### config.mk
export PLATFORM = sky130hd
export DESIGN_NAME = alat_table
export DESIGN_NICKNAME = d
export VERILOG_FILES = /design/src/rtl/alat_pkg.sv /design/src/rtl/alat_tag_cam.sv /design/src/rtl/alat_line_cam.sv /design/src/rtl/alat_victim.sv /design/src/rtl/alat_table.sv
export SDC_FILE = /design/constraint.sdc
export NUM_CORES = 1
export LEC_CHECK = 0
export BUFFER_PORTS_ARGS = -buffer_cell sky130_fd_sc_hd__buf_4
export CORE_MARGIN = 1.5
export CORE_UTILIZATION = 61
export CTS_CLUSTER_DIAMETER = 120
export DETAILED_ROUTE_END_ITERATION = 12
export PLACE_DENSITY = 0.83
export SLEW_MARGIN = 20
export SYNTH_ARGS = -nofsm -noshare
export SYNTH_HDL_FRONTEND = slang
export SYNTH_HIERARCHICAL = 1
export SYNTH_SLANG_ARGS = --single-unit
### constraint.sdc
create_clock -name clk -period 7.5 [get_ports clk]
set_input_delay 0.75 -clock clk [delete_from_list [all_inputs] [get_ports clk]]
set_output_delay 0.75 -clock clk [all_outputs]
set_load 0.005 [all_outputs]
### src/rtl/alat_pkg.sv
package alat_pkg;

    // How the allocator chose the slot for a new record.
    typedef enum logic [1:0] {
        PICK_TAG  = 2'd0,   // register already owns a live slot
        PICK_FREE = 2'd1,   // lowest empty slot
        PICK_RR   = 2'd2    // table full, rotating victim
    } pick_e;

    localparam int unsigned DEF_SLOTS    = 8;
    localparam int unsigned DEF_TAG_W    = 7;
    localparam int unsigned DEF_ADDR_W   = 32;
    localparam int unsigned DEF_LINE_LG2 = 3;

endpackage

### src/rtl/alat_tag_cam.sv
module alat_tag_cam #(
    parameter int unsigned SLOTS = 8,
    parameter int unsigned TAG_W = 7
) (
    input  logic [SLOTS-1:0]            vld,
    input  logic [SLOTS-1:0][TAG_W-1:0] tags,
    input  logic [TAG_W-1:0]            key,
    output logic [SLOTS-1:0]            hit
);

    for (genvar i = 0; i < SLOTS; i++) begin : g_cmp
        assign hit[i] = vld[i] && (tags[i] == key);
    end

endmodule

### src/rtl/alat_line_cam.sv
module alat_line_cam #(
    parameter int unsigned SLOTS  = 8,
    parameter int unsigned LINE_W = 29
) (
    input  logic [SLOTS-1:0]             vld,
    input  logic [SLOTS-1:0][LINE_W-1:0] lines,
    input  logic [LINE_W-1:0]            key,
    output logic [SLOTS-1:0]             hit
);

    for (genvar i = 0; i < SLOTS; i++) begin : g_cmp
        assign hit[i] = vld[i] && (lines[i] == key);
    end

endmodule

### src/rtl/alat_victim.sv
module alat_victim
    import alat_pkg::*;
#(
    parameter int unsigned SLOTS = 8,
    localparam int unsigned IDX_W = (SLOTS > 1) ? $clog2(SLOTS) : 1
) (
    input  logic [SLOTS-1:0] vld,
    input  logic [SLOTS-1:0] tag_hit,
    input  logic [IDX_W-1:0] rr_ptr,
    output logic [IDX_W-1:0] slot,
    output pick_e            pick
);

    logic [IDX_W-1:0] tag_idx;
    logic [IDX_W-1:0] free_idx;
    logic             any_free;

    // Encoder for the (at most one) slot already owned by the register.
    always_comb begin
        tag_idx = '0;
        for (int i = 0; i < SLOTS; i++) begin
            if (tag_hit[i]) tag_idx = IDX_W'(i);
        end
    end

    // Lowest empty slot: scan downwards so the lowest index is kept last.
    always_comb begin
        free_idx = '0;
        any_free = 1'b0;
        for (int i = SLOTS - 1; i >= 0; i--) begin
            if (!vld[i]) begin
                free_idx = IDX_W'(i);
                any_free = 1'b1;
            end
        end
    end

    always_comb begin
        if (|tag_hit) begin
            slot = tag_idx;
            pick = PICK_TAG;
        end else if (any_free) begin
            slot = free_idx;
            pick = PICK_FREE;
        end else begin
            slot = rr_ptr;
            pick = PICK_RR;
        end
    end

endmodule

### src/rtl/alat_table.sv
module alat_table
    import alat_pkg::*;
#(
    parameter int unsigned SLOTS    = DEF_SLOTS,
    parameter int unsigned TAG_W    = DEF_TAG_W,
    parameter int unsigned ADDR_W   = DEF_ADDR_W,
    parameter int unsigned LINE_LG2 = DEF_LINE_LG2
) (
    input  logic              clk,
    input  logic              rst_n,
    input  logic              rec_en,
    input  logic [TAG_W-1:0]  rec_reg,
    input  logic [ADDR_W-1:0] rec_addr,
    input  logic              st_en,
    input  logic [ADDR_W-1:0] st_addr,
    input  logic              st_guarded,
    input  logic              chk_en,
    input  logic [TAG_W-1:0]  chk_reg,
    input  logic              kill_en,
    input  logic [TAG_W-1:0]  kill_reg,
    input  logic              kill_all,
    output logic              chk_done,
    output logic              chk_present,
    output logic              st_conflict
);

    localparam int unsigned LINE_W = ADDR_W - LINE_LG2;
    localparam int unsigned IDX_W  = (SLOTS > 1) ? $clog2(SLOTS) : 1;
    localparam logic [IDX_W-1:0] LAST_IDX = IDX_W'(SLOTS - 1);

    typedef struct packed {
        logic [SLOTS-1:0]             vld;
        logic [SLOTS-1:0][TAG_W-1:0]  tag;
        logic [SLOTS-1:0][LINE_W-1:0] line;
        logic [IDX_W-1:0]             rr;
        logic                         done;
        logic                         present;
        logic                         conflict;
    } state_t;

    state_t state_d, state_q;

    logic [LINE_W-1:0] rec_line_d;
    logic [LINE_W-1:0] st_line_d;
    logic [SLOTS-1:0]  rec_hit, chk_hit, kill_hit, st_hit;
    logic [IDX_W-1:0]  new_slot;
    pick_e             new_pick;
    logic              same_line;

    assign rec_line_d = LINE_W'(rec_addr >> LINE_LG2);
    assign st_line_d  = LINE_W'(st_addr >> LINE_LG2);
    assign same_line  = st_en && (rec_line_d == st_line_d);

    alat_tag_cam #(.SLOTS(SLOTS), .TAG_W(TAG_W)) u_rec_cam (
        .vld(state_q.vld), .tags(state_q.tag), .key(rec_reg), .hit(rec_hit)
    );

    alat_tag_cam #(.SLOTS(SLOTS), .TAG_W(TAG_W)) u_chk_cam (
        .vld(state_q.vld), .tags(state_q.tag), .key(chk_reg), .hit(chk_hit)
    );

    alat_tag_cam #(.SLOTS(SLOTS), .TAG_W(TAG_W)) u_kill_cam (
        .vld(state_q.vld), .tags(state_q.tag), .key(kill_reg), .hit(kill_hit)
    );

    alat_line_cam #(.SLOTS(SLOTS), .LINE_W(LINE_W)) u_st_cam (
        .vld(state_q.vld), .lines(state_q.line), .key(st_line_d), .hit(st_hit)
    );

    alat_victim #(.SLOTS(SLOTS)) u_victim (
        .vld(state_q.vld), .tag_hit(rec_hit), .rr_ptr(state_q.rr),
        .slot(new_slot), .pick(new_pick)
    );

    always_comb begin
        state_d = state_q;

        // Responses reflect the table at the start of the cycle.
        state_d.done     = chk_en;
        state_d.present  = chk_en && (|chk_hit);
        state_d.conflict = st_en && st_guarded && (|st_hit);

        for (int i = 0; i < SLOTS; i++) begin
            if (st_en && st_hit[i])     state_d.vld[i] = 1'b0;
            if (kill_en && kill_hit[i]) state_d.vld[i] = 1'b0;
        end

        if (kill_all) begin
            state_d.vld = '0;
        end else if (rec_en) begin
            state_d.tag[new_slot]  = rec_reg;
            state_d.line[new_slot] = rec_line_d;
            state_d.vld[new_slot]  = !same_line;
            if (new_pick == PICK_RR) begin
                state_d.rr = (state_q.rr == LAST_IDX) ? '0 : state_q.rr + 1'b1;
            end
        end
    end

    always_ff @(posedge clk) begin
        if (!rst_n) begin
            state_q <= '0;
        end else begin
            state_q <= state_d;
        end
    end

    assign chk_done    = state_q.done;
    assign chk_present = state_q.present;
    assign st_conflict = state_q.conflict;

    // ---------------------------------------------------------------
    // Assertions
    // ---------------------------------------------------------------
    function automatic logic line_live(input logic [SLOTS-1:0] v,
                                       input logic [SLOTS-1:0][LINE_W-1:0] l,
                                       input logic [LINE_W-1:0] k);
        logic r;
        r = 1'b0;
        for (int i = 0; i < SLOTS; i++) if (v[i] && l[i] == k) r = 1'b1;
        return r;
    endfunction

    function automatic logic tag_live(input logic [SLOTS-1:0] v,
                                      input logic [SLOTS-1:0][TAG_W-1:0] t,
                                      input logic [TAG_W-1:0] k);
        logic r;
        r = 1'b0;
        for (int i = 0; i < SLOTS; i++) if (v[i] && t[i] == k) r = 1'b1;
        return r;
    endfunction

    logic dup_tag;
    always_comb begin
        dup_tag = 1'b0;
        for (int i = 0; i < SLOTS; i++)
            for (int j = i + 1; j < SLOTS; j++)
                if (state_q.vld[i] && state_q.vld[j] && state_q.tag[i] == state_q.tag[j])
                    dup_tag = 1'b1;
    end

    assert_one_slot_per_reg_R4: assert property (@(posedge clk) disable iff (!rst_n)
        !dup_tag);

    assert_resp_latency_R2: assert property (@(posedge clk) disable iff (!rst_n)
        chk_en |=> chk_done);

    assert_no_idle_resp_R2: assert property (@(posedge clk) disable iff (!rst_n)
        !chk_en |=> (!chk_done && !chk_present));

    assert_store_evicts_R3: assert property (@(posedge clk) disable iff (!rst_n)
        st_en |=> !line_live(state_q.vld, state_q.line, $past(st_line_d)));

    assert_conflict_source_R7: assert property (@(posedge clk) disable iff (!rst_n)
        st_conflict |-> $past(st_en && st_guarded));

    assert_kill_one_R8: assert property (@(posedge clk) disable iff (!rst_n)
        (kill_en && !rec_en) |=> !tag_live(state_q.vld, state_q.tag, $past(kill_reg)));

    assert_flush_R9: assert property (@(posedge clk) disable iff (!rst_n)
        kill_all |=> (state_q.vld == '0));

endmodule

## Yosys cells after proc, flatten, opt, wreduce, memory -nomap -nowiden

Cells that the tools add are included.

- Bits in registers: 302
- Latch bits: 0
- Bits in writable memories: 0
- ROM bits: 0
- Output and inout port bits: 3
- Logic and storage cells: 176
- Memories kept: 0

- $add $sub $neg: 1
- Multiply operators: 0
- Divide/modulo/power cells: 0
- $lt $le $gt $ge: 2
- Equality and inequality tests: 35
- Shift-type cells: 0
- Multiplexer cells: 55
- Bitwise logic cells: 2
- Reduce and logical (&&, ||, !) cells: 60

Operators with widths:

| cell | count |
|---|---|
| 2-to-1 mux 299 bit | 1 |
| == test 29 bit | 9 |
| bitwise mux 232 bit | 1 |
| == test 7 bit | 24 |
| demux 29 bit (select 3 bit) | 1 |
| bitwise mux 56 bit | 1 |
| logical AND 1 bit | 53 |
| 2-to-1 mux 3 bit | 16 |
| 2-to-1 mux 29 bit | 1 |
| 2-to-1 mux 1 bit | 26 |
| OR reduction 8 bit | 3 |
| demux 7 bit (select 3 bit) | 1 |
| bitwise mux 8 bit | 1 |
| 2-to-1 mux 2 bit | 4 |
| 2-to-1 mux 7 bit | 1 |
| < comparator 3 x 4 -> 1 bit (second input constant) | 1 |
| adder 3 x 1 -> 3 bit (second input constant) | 1 |
| demux 1 bit (select 3 bit) | 1 |
| == test 3 bit (second input constant) | 1 |
| >= comparator 3 x 1 -> 1 bit (second input constant) | 1 |
| AND reduction 3 bit | 1 |
| == test 2 bit (second input constant) | 1 |
| inverter 1 bit | 2 |
| AND reduction 2 bit | 1 |
| other kinds (2) | 2 |

## Longest topological paths before layout

Gate-level depths: netlist of run 1.

- Depth after elaboration: 16
- Mapped depth: 14
- Gate-level depth less buffers: 12

## By module

The synthesis of run 1 kept the hierarchy.

By module, submodules not included:

| module | instances | cells each | area an instance (um^2) |
|---|---|---|---|
| alat_table | 1 | 1418 | 11832.6 |
| alat_line_cam | 1 | 341 | 2824.0 |
| alat_tag_cam | 3 | 87 | 699.4 |
| alat_victim | 1 | 30 | 190.2 |

## Worst setup path before layout of run 1

No wires, ideal clock.

- Path kind: input port to flip-flop
- From: in rec_reg[0]
- To: reg with a tool-made name
- Setup time: 0.076 ns
- Arrival time: 3.356 ns
- Setup slack: 4.069 ns
- Stages on the path: 13
- Path buffers: 2
- Cell sequence: buf_6 > xnor2_1 > nand4_1 > nor2_1 > or4_4 > nor4_4 > a2111oi_0 > o21ai_0 > nand3b_1 > nor3_2 > buf_2 > nand2_1 > a21boi_0

RTL lines:

| item | RTL line | RTL |
|---|---|---|
| from (decl) | alat_table.sv:12 | `input logic [TAG_W-1:0] rec_reg,` |

==> results.yml, run 1 <==
die:
  start_util_pct: 62.5
  coreArea_sq_um: 27100
  std_cell_rows: 60
  die-area_sq_um: 28800
  die_h_um: 170
  io_pins: 96
  die_x_um: 170
place:
  place_area_sq_um: 17200
  gp_congestion: 0.933
  dp_hpwl_mm: 33.6
  port_buffers: 89
  place_inst: 2350
finish:
  multi_input_area_sq_um: 9860
  stdcell_area_sq_um: 18300
  diodes: 0
  register_area_sq_um: 6050
  area_growth_pct: 7.99
  layout_common_cells: "602 x nand2_1, 302 x dfxtp_1, 249 x xnor2_1"
  nNetsFinal: 2110
  stdcell_count: 2407
  layout_commonest_cell: "nand2_1"
  fillers: 2141
  final_layout_size_suffix_gt1_share_pct: 8.80
power_and_ir_drop:
  power.leakage_nw: 5.98
  finalPower_mw: 3.67
  p_per_area_nw_per_um2: 201
  vdd_drop_max_uv: 166
timing:
  fin_crit_ns: 4.17
  max_freq_mhz: 240
  finalSetupTns_ns: 0
  slew_headroom_pct: 20.8
  final-hold-violation-count: 0
  setup_viol: 0
  fin_skew_ns: 0.0360
  rsz0062_at_grt: "no"
  tightest_slew_ns: 1.18
  drv_slew: 0
  fin_crit_sh_pct: 55.6
outcome:
  outcome: "finished, final reports clean"
synthesis:
  yosysTopAreaCell: "dfxtp_1"
  netlist_area_sq_um: 16900
  synthSimpleGateAreaFrac_pct: 21.4
  synth_seq_cells: 302
  synth_top_family_by_area: "XOR/XNOR gates"
  synth_cells: 2050
  synthMuxAreaShare_pct: 0.177
  synth_fa_ha_area_share_pct: 0.148
  ys_warn_count: 6
  ys.flop_type: "dfxtp_1"
  synth_cell_types: 50
  synth_compound_area_share_pct: 14.1
  syn-num-nets: 2145
  synth.area.top_cells: "dfxtp_1 36%, nand2_1 13%, xnor2_1 13%"
  yosysSeqAreaShare_pct: 35.7
  synth-edff-count: 0
  avgSynthCellArea_sq_um: 8.27
  synthArstFlopShare_pct: 0
  synth_top_area_share_pct: 35.7
  synth_xor_area_share_pct: 22.2
drt:
  wl_per_cell_um: 21.7
  routed_wl_mm: 52.3
  vias: 14600
  drt_iter0_markers: 1598
  antenna_left: 0
  firstDrtPassIters: 6
  drc: 0
  viasPerCell: 6.05
min_path:
  min_path_type: "reg2reg"
  worstHoldPathCells: 2
setup_path:
  crit_path_end_kind: "flop"
  worstPathCellList: "buf_4, xnor2_1, nand4_1, nor2_1, or4_4, nor4_4, a2111oi_0, o21ai_0, or3b_4, nor3_4, buf_4, nand2_1, a21boi_0"
  slowest_stage: "nor3_4"
  crit_path_max_fanout: 21
  max_stage_delay_ns: 0.68
  rrSetupSlack_ns: 3.37
  r2r-start: "state_q[301]"
  cpMostUsedCell: "buf_4"
  worstPathRequired_ns: 7.90
  start_kind: "input port"
  critPathArrivalTime_ns: 4.57
  path_class: "in2reg"
  worstSetupStartpoint: "rec_reg[5]"
  r2r_cells: 11
grt:
  grt.total_usage_pct: 36.2
  gr-total-overflow: 0
  grt_pass1_wl_mm: 79.1
  grt_max_degree: 113
  grt_pass1_vias: 13900
  antenna_found_initial: 1
cts:
  cts_buffers: 34
  htreeDepth: 2
  post_cts_buffers: 0
  ctsResizeCount: 0
  hold_buffers: 0
  clock_latency_ns: 0.52
  cts_root_buffer: "clkbuf_16"
  clk_path_buf_depth: 3
  path_clk_slew_ns: 0.06
  cts_sinks: 302
  cts_tree: "built"
run:
  maxCapViolCount: 0
worst max-delay path, delay by kind of cell:
kind                      cells  cell delay, ns
xor gates and xnor gates      1            0.17
AOI/OAI and AO/OA             3            0.90
buffers and inverters         2            0.66
and+or+nand+nor               7            2.04
area by class of cell:
cell class / count / area share, %
multi-input combinational: 1569 / 53.9
clock inverter: 7 / 0.485
timing repair buffer: 105 / 4.44
sequential: 302 / 33.0
inverter: 3 / 0.0615
tap: 372 / 2.54
clock buffer: 49 / 5.57
where the power goes:
group | switching (mW) | internal, mW
Sequential | 0.0112 | 1.62
Clock | 0.663 | 1.01
Combinational | 0.230 | 0.144
Total | 0.905 | 2.77
worst min-delay path by stage:
stage / start / end / slack [ns]
2_1_floorplan: flop / flop / 0.45
3_3_place_gp: flop / flop / 0.45
3_5_place_dp: flop / flop / 0.46
4_1_cts: flop / flop / 0.47
5_1_grt: flop / flop / 0.48
6_report: flop / flop / 0.47
cells by family (layout without fill, tap and decap cells):
group / after synthesis / count (layout)
DFF: 302 / 302
adders and majority gates: 2 / 2
and+or+nand+nor: 811 / 811
muxes: 3 / 3
xor gates and xnor gates: 429 / 429
AOI/OAI and AO/OA: 324 / 324
buffers and inverters: 179 / 164
cells in the mapped netlist (all sizes together) (8+ instances only):
master / n
a21boi: 289
a21oi: 11
buf: 98
clkbuf: 78
dfxtp: 302
nand2: 602
nand3: 11
nand4: 80
nor2: 34
nor4: 61
o21ai: 8
xnor2: 249
xor2: 180
layer usage:
layer / up-vias / part of all wire, % / GRT usage [%]
li1: 6621 / - / -
met1: 6922 / 38 / 44.5
met2: 803 / 45 / 58.0
met3: 218 / 10 / 7.02
met4: 0 / 6.4 / 23.2
met5: - / 0 / 0
stage by stage:
stage,setup WS (ns),util (%),hold slack (ns)
floorplan,4.07,-,0.447
global placement,2.96,63.3,0.452
detailed placement,2.88,63.3,0.457
CTS,3.44,67.4,0.465
global route,3.12,67.5,0.480
finish,3.33,67.5,0.466
Note: power is estimated with default switching activity, not from simulation.
==> inputs of run 2 (changes only) <==
- CORE_UTILIZATION: 61 -> 56
- PLACE_DENSITY: 0.83 -> 0.8
- clock period: 7.5 -> 3.4 ns (I/O delays scaled with it)
==> results.yml, run 2 (synthesized netlist as in run 1, its figures left out) <==
grt:
  grt_pass1_wl_mm: 81.3
  grt.total_usage_pct: 34.1
  gr-total-overflow: 0
  grt_pass1_vias: 14000
  antenna_found_initial: 1
  grt_max_degree: 80
timing:
  drv_slew: 0
  fin_crit_ns: 3.31
  final-hold-violation-count: 0
  fin_ws_ns: 0.0949
  finalSetupTns_ns: 0
  max_freq_mhz: 303
  setup_viol: 0
  fin_crit_sh_pct: 97.2
  tightest_slew_ns: 0.895
  rsz0062_at_grt: "yes"
  fin_skew_ns: 0.0186
  slew_headroom_pct: 39.8
cts:
  cts_buffers: 31
  cts_tree: "built"
  htreeDepth: 1
  path_clk_slew_ns: 0.06
  clk_path_buf_depth: 3
  cts_sinks: 302
  cts_root_buffer: "clkbuf_16"
  clock_latency_ns: 0.59
  hold_buffers: 0
outcome:
  outcome: "finished, final reports clean"
die:
  coreArea_sq_um: 29700
  die_h_um: 177
  std_cell_rows: 63
  io_pins: 96
  start_util_pct: 57.0
  die_x_um: 177
  die-area_sq_um: 31300
setup_path:
  path_class: "reg2reg"
  max_stage_delay_ns: 0.58
  critPathArrivalTime_ns: 3.80
  crit_path_end_kind: "flop"
  start_kind: "flop"
  crit_path_max_fanout: 15
  critPathTopFamily: "simple AND/OR/NAND/NOR gates"
  slowest_stage: "or4_4"
  cpMostUsedCell: "nand2_1"
  path_buf_inv: 2
  worstPathCellList: "xnor2_1, nand4_1, nor2_1, or4_4, nor4_4, a21oi_1, o211ai_1, nand2_1, or2_4, nor3_4, buf_4, buf_12, nand2_1, a21boi_0"
  worstPathRequired_ns: 3.90
drt:
  antenna_left: 0
  wl_per_cell_um: 22.0
  firstDrtPassIters: 6
  routed_wl_mm: 54.3
  drt_iter0_markers: 1638
  vias: 14800
  drc: 0
  viasPerCell: 5.99
finish:
  layout_common_cells: "602 x nand2_1, 296 x dfxtp_1, 249 x xnor2_1"
  area_growth_pct: 11.4
  stdcell_area_sq_um: 18900
  diodes: 0
  nNetsFinal: 2146
  layout_commonest_cell: "nand2_1"
  final_layout_size_suffix_gt1_share_pct: 11.1
power_and_ir_drop:
  combPwrFrac_pct: 10.5
  netSwitchingFraction_pct: 24.6
  p_int_mw: 6.18
  power.share.clock_pct: 45.8
  power.leakage_nw: 6.27
  seqPwrFrac_pct: 43.7
  switchingPower_mw: 2.02
  p_per_area_nw_per_um2: 435
  vdd_drop_max_uv: 431
place:
  place_area_sq_um: 17700
  dp_hpwl_mm: 35.2
  port_buffers: 89
  gp_congestion: 0.926
  post-place-ws_ns: -0.0584
run:
  maxCapViolCount: 0
min_path:
  min_path_type: "in2reg"
## run 2: worst reg2reg max path, delay by kind of cell (launching register included)
family / cells / cell delay (ns)
compound gates: 3 / 0.52
xor+xnor: 1 / 0.13
buf+inv: 2 / 0.37
flops: 1 / 0.35
simple gates: 8 / 1.89
## run 2: cell type report
type	count	area [sq um]
clock buffer	43	891
clock inverter	14	238
fill	2480	10800
inverter	3	11.3
multi-input combinational	1569	9870
sequential	302	6050
tap	390	488
timing repair buffer	144	1320
## run 2: routing by layer
layer	vias to the layer above	part of all wire, %	track usage [%]
met1	6966	38	42.6
met4	2	7.0	21.1
met2	852	45	55.3
met3	234	9.4	5.26
li1	6700	-	-
met5	-	0.031	0
## run 2: final timing paths
check	cells past startpoint	end	slack, ns	startpoint
max	14	flop	0.09	flop
min	2	chk_done	0.07	chk_en
max reg2reg	14	flop	0.09	flop
min reg2reg	2	flop	0.46	flop
## run 2: power groups by stage
stage / Sequential (mW) / Clock, mW / Combinational (mW)
after floorplan: 3.66 / 0 / 0.580
after global placement: 3.67 / 0 / 0.811
after detailed placement: 3.67 / 0 / 0.825
after CTS: 3.59 / 3.79 / 0.831
after global routing: 3.59 / 3.93 / 0.892
final: 3.59 / 3.76 / 0.862
## run 2: repair_timing
action                     in CTS  in global routing
resized for setup               0                 12
hold endpoints to repair        0                  0
setup buffers                   0                  3
setup endpoints to repair       0                 90
## run 2: through the flow
stage               util, %  power, mW  std cells  hold WS [ns]
global route           63.5       8.41       2465        0.0568
CTS                    63.3       8.20       2461        0.0613
finish                 63.5       8.21       2465        0.0658
global placement       59.5       4.48       2404         0.452
floorplan                 -       4.24       2050         0.447
detailed placement     59.5       4.49       2404         0.457
